$ cat src/rtl/sym_enc_pkg.sv
package sym_enc_pkg;
  localparam int NIB_W  = 4;
  localparam int CODE_W = 5;

  typedef logic [NIB_W-1:0]  nib_t;
  typedef logic [CODE_W-1:0] code_t;

  localparam code_t C_IDLE = 5'b11111;
  localparam code_t C_J    = 5'b11000;
  localparam code_t C_K    = 5'b10001;
  localparam code_t C_T    = 5'b01101;
  localparam code_t C_R    = 5'b00111;
  localparam code_t C_HALT = 5'b00100;

  typedef enum logic [2:0] {
    ST_IDLE, ST_K, ST_DATA, ST_T, ST_R
  } frm_st_e;

  typedef enum logic [2:0] {
    SEL_IDLE, SEL_J, SEL_K, SEL_DATA, SEL_HALT, SEL_T, SEL_R
  } sel_e;

  function automatic code_t data_code(nib_t n);
    code_t c;
    case (n)
      4'h0: c = 5'b11110;
      4'h1: c = 5'b01001;
      4'h2: c = 5'b10100;
      4'h3: c = 5'b10101;
      4'h4: c = 5'b01010;
      4'h5: c = 5'b01011;
      4'h6: c = 5'b01110;
      4'h7: c = 5'b01111;
      4'h8: c = 5'b10010;
      4'h9: c = 5'b10011;
      4'hA: c = 5'b10110;
      4'hB: c = 5'b10111;
      4'hC: c = 5'b11010;
      4'hD: c = 5'b11011;
      4'hE: c = 5'b11100;
      default: c = 5'b11101;
    endcase
    return c;
  endfunction
endpackage

$ cat src/rtl/sym_tx_frame_fsm.sv
module sym_tx_frame_fsm
  import sym_enc_pkg::*;
(
  input  logic    clk,
  input  logic    rst_n,
  input  logic    tx_en,
  input  logic    tx_err,
  output sel_e    sel_o,
  output frm_st_e st_o
);
  frm_st_e st_q, st_d;
  sel_e    sel;

  always_comb begin
    sel  = SEL_IDLE;
    st_d = st_q;
    case (st_q)
      ST_IDLE: if (tx_en) begin
        sel  = SEL_J;
        st_d = ST_K;
      end
      ST_K: begin
        sel  = SEL_K;
        st_d = tx_en ? ST_DATA : ST_T;
      end
      ST_DATA: if (tx_en) begin
        sel = tx_err ? SEL_HALT : SEL_DATA;
      end else begin
        sel  = SEL_T;
        st_d = ST_R;
      end
      ST_T: begin
        sel  = SEL_T;
        st_d = ST_R;
      end
      ST_R: begin
        sel  = SEL_R;
        st_d = ST_IDLE;
      end
      default: st_d = ST_IDLE;
    endcase
  end

  always_ff @(posedge clk or negedge rst_n) begin
    if (!rst_n) st_q <= ST_IDLE;
    else        st_q <= st_d;
  end

  assign sel_o = sel;
  assign st_o  = st_q;

  // Named events for the checks
  logic ev_start, ev_late_fall, ev_halt;
  assign ev_start     = (st_q == ST_IDLE) && tx_en;
  assign ev_late_fall = (st_q == ST_K) && !tx_en;
  assign ev_halt      = (st_q == ST_DATA) && tx_en && tx_err;


  start_to_k_chk: assert property (@(posedge clk) disable iff (!rst_n)
    ev_start |=> st_q == ST_K);

  late_fall_chk: assert property (@(posedge clk) disable iff (!rst_n)
    ev_late_fall |=> st_q == ST_T);

  t_to_r_chk: assert property (@(posedge clk) disable iff (!rst_n)
    st_q == ST_T |=> st_q == ST_R);

  r_to_idle_chk: assert property (@(posedge clk) disable iff (!rst_n)
    st_q == ST_R |=> st_q == ST_IDLE);

  halt_keeps_frame_chk: assert property (@(posedge clk) disable iff (!rst_n)
    ev_halt |=> st_q == ST_DATA);
endmodule

$ cat src/rtl/sym_tx_code_map.sv
module sym_tx_code_map
  import sym_enc_pkg::*;
(
  input  sel_e  sel_i,
  input  nib_t  nib_i,
  output code_t code_o
);
  always_comb begin
    case (sel_i)
      SEL_J:    code_o = C_J;
      SEL_K:    code_o = C_K;
      SEL_DATA: code_o = data_code(nib_i);
      SEL_HALT: code_o = C_HALT;
      SEL_T:    code_o = C_T;
      SEL_R:    code_o = C_R;
      default:  code_o = C_IDLE;
    endcase
  end
endmodule

$ cat src/rtl/sym_tx_encoder.sv
module sym_tx_encoder
  import sym_enc_pkg::*;
(
  input  logic             clk,
  input  logic             rst_n,
  input  logic             tx_en,
  input  logic             tx_err,
  input  logic [NIB_W-1:0] tx_nib,
  output logic [CODE_W-1:0] code_o
);
  sel_e    sel;
  frm_st_e st;
  code_t   code_d;

  sym_tx_frame_fsm u_fsm (
    .clk(clk), .rst_n(rst_n), .tx_en(tx_en), .tx_err(tx_err),
    .sel_o(sel), .st_o(st)
  );

  sym_tx_code_map u_map (
    .sel_i(sel), .nib_i(tx_nib), .code_o(code_d)
  );

  always_ff @(posedge clk or negedge rst_n) begin
    if (!rst_n) code_o <= C_IDLE;
    else        code_o <= code_d;
  end

  logic ev_quiet, ev_data;
  assign ev_quiet = (st == ST_IDLE) && !tx_en;
  assign ev_data  = (st == ST_DATA) && tx_en && !tx_err;


  idle_fill_chk: assert property (@(posedge clk) disable iff (!rst_n)
    ev_quiet |=> code_o == C_IDLE);

  j_then_k_chk: assert property (@(posedge clk) disable iff (!rst_n)
    code_o == C_J |=> code_o == C_K);

  t_then_r_chk: assert property (@(posedge clk) disable iff (!rst_n)
    code_o == C_T |=> code_o == C_R);

  data_map_chk: assert property (@(posedge clk) disable iff (!rst_n)
    ev_data |=> code_o == data_code($past(tx_nib)));

  halt_out_chk: assert property (@(posedge clk) disable iff (!rst_n)
    ((st == ST_DATA) && tx_en && tx_err) |=> code_o == C_HALT);
endmodule

$ cat config.mk
export PLATFORM = sky130hd
export DESIGN_NAME = sym_tx_encoder
export DESIGN_NICKNAME = d
export VERILOG_FILES = /design/src/rtl/sym_enc_pkg.sv /design/src/rtl/sym_tx_frame_fsm.sv /design/src/rtl/sym_tx_code_map.sv /design/src/rtl/sym_tx_encoder.sv
export SDC_FILE = /design/constraint.sdc
export NUM_CORES = 1
export LEC_CHECK = 0
export BUFFER_PORTS_ARGS = -buffer_cell sky130_fd_sc_hd__buf_2
export CAP_MARGIN = 20
export CELL_PAD_IN_SITES_DETAIL_PLACEMENT = 1
export CELL_PAD_IN_SITES_GLOBAL_PLACEMENT = 1
export CORE_AREA = 2 2 39 41
export CTS_BUF_LIST = sky130_fd_sc_hd__clkbuf_4 sky130_fd_sc_hd__clkbuf_8
export CTS_CLUSTER_SIZE = 24
export DETAILED_ROUTE_END_ITERATION = 10
export DIE_AREA = 0 0 41 43
export PLACE_DENSITY = 0.81
export SYNTH_ARGS = -nofsm -noshare
export SYNTH_HDL_FRONTEND = slang
export SYNTH_HIERARCHICAL = 1
export SYNTH_SLANG_ARGS = --single-unit
export TNS_END_PERCENT = 30
$ cat constraint.sdc
create_clock -name clk -period 4.1 [get_ports clk]
set_input_delay 0.82 -clock clk [delete_from_list [all_inputs] [get_ports clk]]
set_output_delay 0.82 -clock clk [all_outputs]
set_load 0.01 [all_outputs]
==> results by group, run 1 <==
Routing
  – Detailed Route Iter0 Violations: 5
  – Total wire length: 1.06 mm
  – Vias per std cell: 5.26
  – DRC violations left: 0
  – Via count: 405
  – First-pass detailed-route iteration total: 4
  – Routed length per instance: 13.8 microns
  – DRT antenna net count: 0

Layout
  – Sequential Area: 206 sq um
  – Area grow syn2layout: 24.9%
  – ANT cells: 0
  – FILL cells: 171
  – Fin nets: 70
  – Multi-input gate area: 225 sq um
  – Util after Layout: 40.0%
  – Cell area after layout: 553 sq um
  – Layout cells sized above 1: 39.3%

Floorplanning
  – Initial core utilization: 32.0%
  – Row cnt: 14
  – Die X: 41 microns
  – Core ar.: 1380 sq um
  – IO Count: 13
  – Total die area: 1760 sq um
  – Die Y: 43 microns

Global routing
  – Global-route usage over all layers: 15.9%
  – Number of global-route vias before repair: 426
  – Initial antenna violation count: 0
  – Largest net degree at the start of global routing: 9
  – Global route overflow: 0
  – First-pass GRT wire length: 1.88 mm

STA
  – Final hold vios: 0
  – Relative slew slack: 41.1%
  – Skew final: 3.76 ps
  – TNS Setup: 0 ps
  – Setup violators final: 0
  – Min setup slack post-route: 2000 ps
  – Fmax: 0.477 GHz
  – Fin crit period: 2100 ps
  – Slew @ Worst Pin: 875 ps
  – Unrepaired setup endpoints after global routing: false
  – Final Max Slew Viols: 0
  – Period utilization: 51.1%

Worst setup path
  – Worst R2R Start: u_fsm/st_o[0]
  – Worst reg2reg path endpoint: code_o[4]
  – Crit-path slowest cell: a211oi_1
  – Reg2Reg Setup Slack: 2230 ps
  – Worst path arrival time: 2240 ps
  – Crit-path leading delay family: compound AO/OA/AOI/OAI gates
  – CP Launch Type: primary input
  – Crit-path cells: buf_2 -> or2b_1 -> a211oi_1 -> nand2_2 -> a2111oi_2 -> a21oi_1
  – Crit path kind: primary input to register
  – R2r worst-path depth: 5
  – WP data required: 4240 ps
  – Worst setup path start: tx_en
  – Worst path max stage delay: 450 ps
  – Endpoint type of the worst setup path: register
  – Crit. path cell count: 6
  – Crit path to: code_o[4]
  – Crit-path max FO: 6
  – Bufs and invs on worst path: 1

Power and ir drop
  – P_leak: 0.232 nW
  – Design Power: 423 uW
  – P_int: 253 uW
  – Max VDD drop: 237 uV
  – Sw Ratio: 40.1%
  – NetSw: 169 uW
  – Sequential cell fraction of total power: 37.9%
  – Combinational power share: 45.5%
  – Clock power share: 16.6%
  – Pwr dens: 764 nW/um^2

Clock tree
  – # H-tree levels: 1
  – Num CTS Buffers: 3
  – Sink Count: 8
  – Clk root buf: clkbuf_4
  – Setup bufs post-CTS: 0
  – Post-CTS Hold Buffers: 0
  – CTS tree: built
  – Clock transition at path regs: 50 ps
  – Resized Gates After CTS: 0
  – Clk_lat worst skew: 250 ps
  – Clk buf depth: 2

Place
  – Cell Area, Placed: 523 sq um
  – Dpl ws: 1730 ps
  – Gp weighted congestion: 0.684
  – Port Buffers: 12
  – DP Wirelength: 777 microns

Min path
  – Worst Hold Class: primary input to async pin

Yosys
  – Yosys reg bits: 8
  – Post-Syn Area: 443 sq um
  – Mapped Avg Cell Area: 9.84 sq um
  – Post-synth cell types: 22
  – Post-synthesis sequential area ratio: 46.6%
  – Synthesis Warnings: 6
  – Mapped Cells: 45
  – Mapped Nets: 53

Flow run
  – Max capacitance violation total: 0

Status
  – Outcome: completed
## power by group through the flow
| stage | Clock, mW | Combinational [mW] | Sequential (mW) |
|---|---|---|---|
| after floorplan | 0 | 0.119 | 0.168 |
| after global placement | 0 | 0.178 | 0.158 |
| after detailed placement | 0 | 0.186 | 0.160 |
| after CTS | 0.0726 | 0.189 | 0.160 |
| after global routing | 0.0787 | 0.215 | 0.169 |
| final | 0.0701 | 0.192 | 0.160 |
## area by class of cell
type	instances	share of cell area, %
Multi-Input combinational cell	34	40.7
Inverter	3	2.04
Clock buffer	4	5.43
Tap cell	16	3.62
Timing Repair Buffer	12	10.9
Sequential cell	8	37.3
## cells by family after synthesis
family                 share of synthesized area (%)
XOR/XNOR                                        1.98
AO/OA/AOI/OAI                                   20.3
buffers and inverters                           2.54
AND/OR/NAND/NOR                                 28.5
flip-flops                                      46.6
## per-stage QoR
stage	hold WS (ps)	instances
floorplan	483	45
global placement	538	73
detailed placement	528	73
CTS	385	77
global route	385	77
finish	392	77
## layout by cell type, fill, tap and decap left out, drive strengths merged
cell type  count
and4b          1
nor3           3
a21oi          3
a2111oi        1
a211oi         2
nor2           5
o22ai          2
dfrtp          3
nand3b         1
or2b           1
o221ai         1
o31ai          1
dfstp          5
inv            3
o21ai          2
nand2          1
nand3          1
xnor2          1
or3b           2
clkbuf         4
nand2b         3
nor2b          2
nor3b          1
buf           12
## registers in the layout, summed over array words and instances, names as in the netlist
name        count
u_fsm/st_o      3
code_o          5
## cells in the mapped netlist
cell	number	area share, %
a2111oi_2	1	3.4
a211oi_1	2	3.4
a21oi_1	3	3.4
and4b_1	1	2.3
dfrtp_1	3	17
dfstp_2	5	30
inv_1	3	2.5
nand2_2	1	1.4
nand2b_1	3	4.2
nand3_1	1	1.1
nand3b_1	1	1.7
nor2_1	5	4.2
nor2b_1	2	2.8
nor3_1	3	3.4
nor3b_1	1	1.7
o21ai_0	2	2.3
o221ai_2	1	3.4
o22ai_1	2	2.8
o31ai_1	1	1.7
or2b_1	1	1.7
or3b_1	2	4.0
xnor2_1	1	2.0
## metal layers
| layer | part of all wire, % | track usage [%] | vias to the layer above |
|---|---|---|---|
| met5 | 0 | 0 | - |
| met2 | 52 | 25.0 | 13 |
| met1 | 41 | 17.7 | 193 |
| li1 | - | - | 197 |
| met3 | 5.8 | 3.66 | 2 |
| met4 | 0.76 | 10.7 | 0 |
## worst min path at each step
stage	from	end	slack [ps]	cells past startpoint
6_report	rst_n	u_fsm/st_o[1]	390	1
5_1_grt	rst_n	u_fsm/st_o[0]	390	1
4_1_cts	rst_n	u_fsm/st_o[1]	380	1
3_5_place_dp	u_fsm/st_o[2]	u_fsm/st_o[1]	530	1
3_3_place_gp	u_fsm/st_o[1]	u_fsm/st_o[0]	540	1
2_1_floorplan	u_fsm/st_o[2]	u_fsm/st_o[1]	480	1
## worst register-to-register path: stages, from the launching register on
cell,delay (ps)
dfrtp_1,450
or2b_1,280
a211oi_1,450
nand2_2,150
a2111oi_2,350
a21oi_1,70
No activity file was read; power rests on OpenSTA's default activity.
==> run 2, diff against run 1 <==
--- a/config.mk
+++ b/config.mk
@@ -9,12 +9,12 @@
 export CAP_MARGIN = 20
 export CELL_PAD_IN_SITES_DETAIL_PLACEMENT = 1
 export CELL_PAD_IN_SITES_GLOBAL_PLACEMENT = 1
-export CORE_AREA = 2 2 39 41
+export CORE_MARGIN = 2
+export CORE_UTILIZATION = 34
 export CTS_BUF_LIST = sky130_fd_sc_hd__clkbuf_4 sky130_fd_sc_hd__clkbuf_8
 export CTS_CLUSTER_SIZE = 24
 export DETAILED_ROUTE_END_ITERATION = 10
-export DIE_AREA = 0 0 41 43
-export PLACE_DENSITY = 0.81
+export PLACE_DENSITY = 0.85
 export SYNTH_ARGS = -nofsm -noshare
 export SYNTH_HDL_FRONTEND = slang
 export SYNTH_HIERARCHICAL = 1
==> constraint.sdc (replaced) <==
create_clock -name clk -period 1.8 [get_ports clk]
set_input_delay 0.36 -clock clk [delete_from_list [all_inputs] [get_ports clk]]
set_output_delay 0.36 -clock clk [all_outputs]
set_load 0.01 [all_outputs]
==> run 2 against run 1 <==
  * Global-route usage rose by 1.5 points
  * Core utilization grew 7.2 points
  * Largest cell class unchanged
  * Worst setup slack worse by 1900 ps
  * Routed wire length decreased by 9.9%
  * Via count decreased by 0.99%
  * Critical path type is now register to register
  * First-iteration DRC count grew 40%
  * Combinational power rose to 2.5 times the previous value
  * Sequential power up 130%
  * Clock skew increased by 5.1 ps
==> results by group, run 2 (synthesized netlist as in run 1, its figures left out) <==
Floorplanning
  – Total die area: 1610 sq um (-8.8%)
  – Core ar.: 1250 sq um (-9.5%)
  – IO Count: 13 (unchanged)
  – Die Y: 40.1 microns (-6.8%)
  – Die X: 40.1 microns (-2.2%)
  – Row cnt: 13 (-1)
  – Initial core utilization: 35.4% (+3.4 points)

Worst setup path
  – WP data required: 1940 ps (-2300 ps)
  – Reg2Reg Setup Slack: 130 ps (-2100 ps)
  – Crit-path leading delay family: compound AO/OA/AOI/OAI gates
  – Bufs and invs on worst path: 1 (unchanged)
  – Crit-path slowest cell: dfrtp_2
  – CP Launch Type: register
  – Endpoint type of the worst setup path: register
  – Crit-path cells: or2b_1 -> a211oi_2 -> buf_4 -> nand2_2 -> a2111oi_2 -> a21oi_1
  – Crit path kind: register to register
  – Worst path max stage delay: 450 ps (about the same)
  – Crit-path max FO: 8 (+2)
  – Worst path arrival time: 1820 ps (-420 ps)

STA
  – Relative slew slack: 64.6% (+24 points)
  – Period utilization: 92.9%
  – Final Max Slew Viols: 0 (unchanged)
  – Slew @ Worst Pin: 528 ps (-347 ps)
  – Fin crit period: 1670 ps
  – Unrepaired setup endpoints after global routing: false
  – Hold_ws: 433 ps (+40.4 ps)
  – Min setup slack post-route: 127 ps (-1880 ps)
  – Setup violators final: 0 (unchanged)
  – Final hold vios: 0 (unchanged)
  – TNS Setup: 0 ps (unchanged)
  – Fmax: 0.598 GHz
  – Skew final: 8.85 ps (+5.09 ps)

Layout
  – Biggest register: code_o
  – Util after Layout: 47.2% (+7.2 points)
  – Fin nets: 74 (+5.7%)
  – Cell area after layout: 591 sq um (+6.8%)
  – ANT cells: 0 (unchanged)
  – FILL cells: 155 (-9.4%)
  – Commonest non-fill, non-tap cell in the layout: buf_2
  – Non-Filler Instances: 80 (+3.9%)
  – Area grow syn2layout: 33.3%
  – Most frequent cells in the layout: buf_2, dfstp_2, nor2_1
  – Layout cells sized above 1: 44.6% (+5.3 points)
  – Max reg flops: 5 (unchanged)

Flow run
  – Max capacitance violation total: 0 (unchanged)

Routing
  – Max Used Layer: met4
  – First-pass detailed-route iteration total: 4 (unchanged)
  – DRT antenna net count: 0 (unchanged)
  – Total wire length: 954 microns (-9.9%)
  – Met3 wire length: 39 microns (-36%)
  – WL met1: 446 microns (+2.5%)
  – DRC violations left: 0 (unchanged)
  – Met2 WL: 440 microns (-21%)
  – Vias per std cell: 5.01 (-4.7%)
  – Via count: 401 (-0.99%)
  – Routed length per instance: 11.9 microns (-13%)
  – Detailed Route Iter0 Violations: 7 (+2)

Global routing
  – Number of global-route vias before repair: 388 (-8.9%)
  – Global-route usage over all layers: 17.4% (+1.5 points)
  – Global route overflow: 0 (unchanged)
  – Initial antenna violation count: 0 (unchanged)
  – First-pass GRT wire length: 1.77 mm (-5.9%)
  – Largest net degree at the start of global routing: 9 (unchanged)

Power and ir drop
  – Pwr dens: 1700 nW/um^2 (+120%)
  – Max VDD drop: 641 uV (+170%)
  – P_leak: 0.251 nW (+8.2%)
  – Combinational power share: 48.5% (+3.0 points)
  – P_int: 632 uW (+150%)
  – Sw Ratio: 37.1% (-3.0 points)
  – Sequential cell fraction of total power: 36.1% (-1.8 points)
  – NetSw: 372 uW (+120%)
  – Clock power share: 15.5% (-1.1 points)
  – Design Power: 1.00 mW (+140%)

Clock tree
  – Setup bufs post-CTS: 0 (unchanged)
  – Clk_lat worst skew: 250 ps (about the same)
  – Num CTS Buffers: 3 (unchanged)
  – Clk root buf: clkbuf_4
  – Clock transition at path regs: 60 ps (about the same)
  – CTS tree: built
  – Clk buf depth: 2 (unchanged)
  – Sink Count: 8 (unchanged)
  – # H-tree levels: 1 (unchanged)

Place
  – Dpl ws: 13.9 ps (-1710 ps)
  – Port Buffers: 12 (unchanged)
  – Gp weighted congestion: 0.793 (+16%)
  – Cell Area, Placed: 544 sq um (+4.1%)
  – Placed Cells: 75 (+2.7%)

Status
  – Outcome: completed

Min path
  – Worst Hold Class: primary input to register
## run 2: worst paths after layout
path | start | endpoint | cells after the start
max | u_fsm/st_o[0] | code_o[4] | 6
min | tx_en | u_fsm/st_o[1] | 3
max reg2reg | u_fsm/st_o[0] | code_o[4] | 6
min reg2reg | u_fsm/st_o[1] | u_fsm/st_o[0] | 1
max in group asynchronous | rst_n | code_o[1] | 2
min in group asynchronous | rst_n | u_fsm/st_o[2] | 2
## run 2: cell type report
class | count | area (sq um) | area share [%]
Tap cell | 15 | 18.8 | 3.18
Clock buffer | 4 | 30.0 | 5.08
Timing Repair Buffer | 16 | 92.6 | 15.7
Sequential cell | 8 | 208 | 35.2
Inverter | 3 | 11.3 | 1.91
Multi-Input combinational cell | 34 | 230 | 39.0
## run 2: power groups by stage
stage	logic (mW)	clock network, mW	registers (mW)
floorplan	0.270	0	0.382
global route	0.558	0.179	0.378
global placement	0.466	0	0.357
detailed placement	0.478	0	0.364
CTS	0.481	0.163	0.361
finish	0.487	0.155	0.362
## run 2: what timing repair did
item                                    in CTS  in global routing
endpoints found under the setup margin       0                  4
hold buffers                                 1                  0
hold endpoints to repair                     3                  0
gates resized for setup                      0                  3
## run 2: worst min-delay path, stage by stage
cell,delay [ps]
buf_2,130
nand3b_1,80
a21oi_1,60
## run 2: per-layer routing
layer	GRT usage, %	vias to the layer above
li1	-	205
met1	22.0	182
met2	25.8	12
met3	1.67	2
met4	15.5	0
met5	0	-
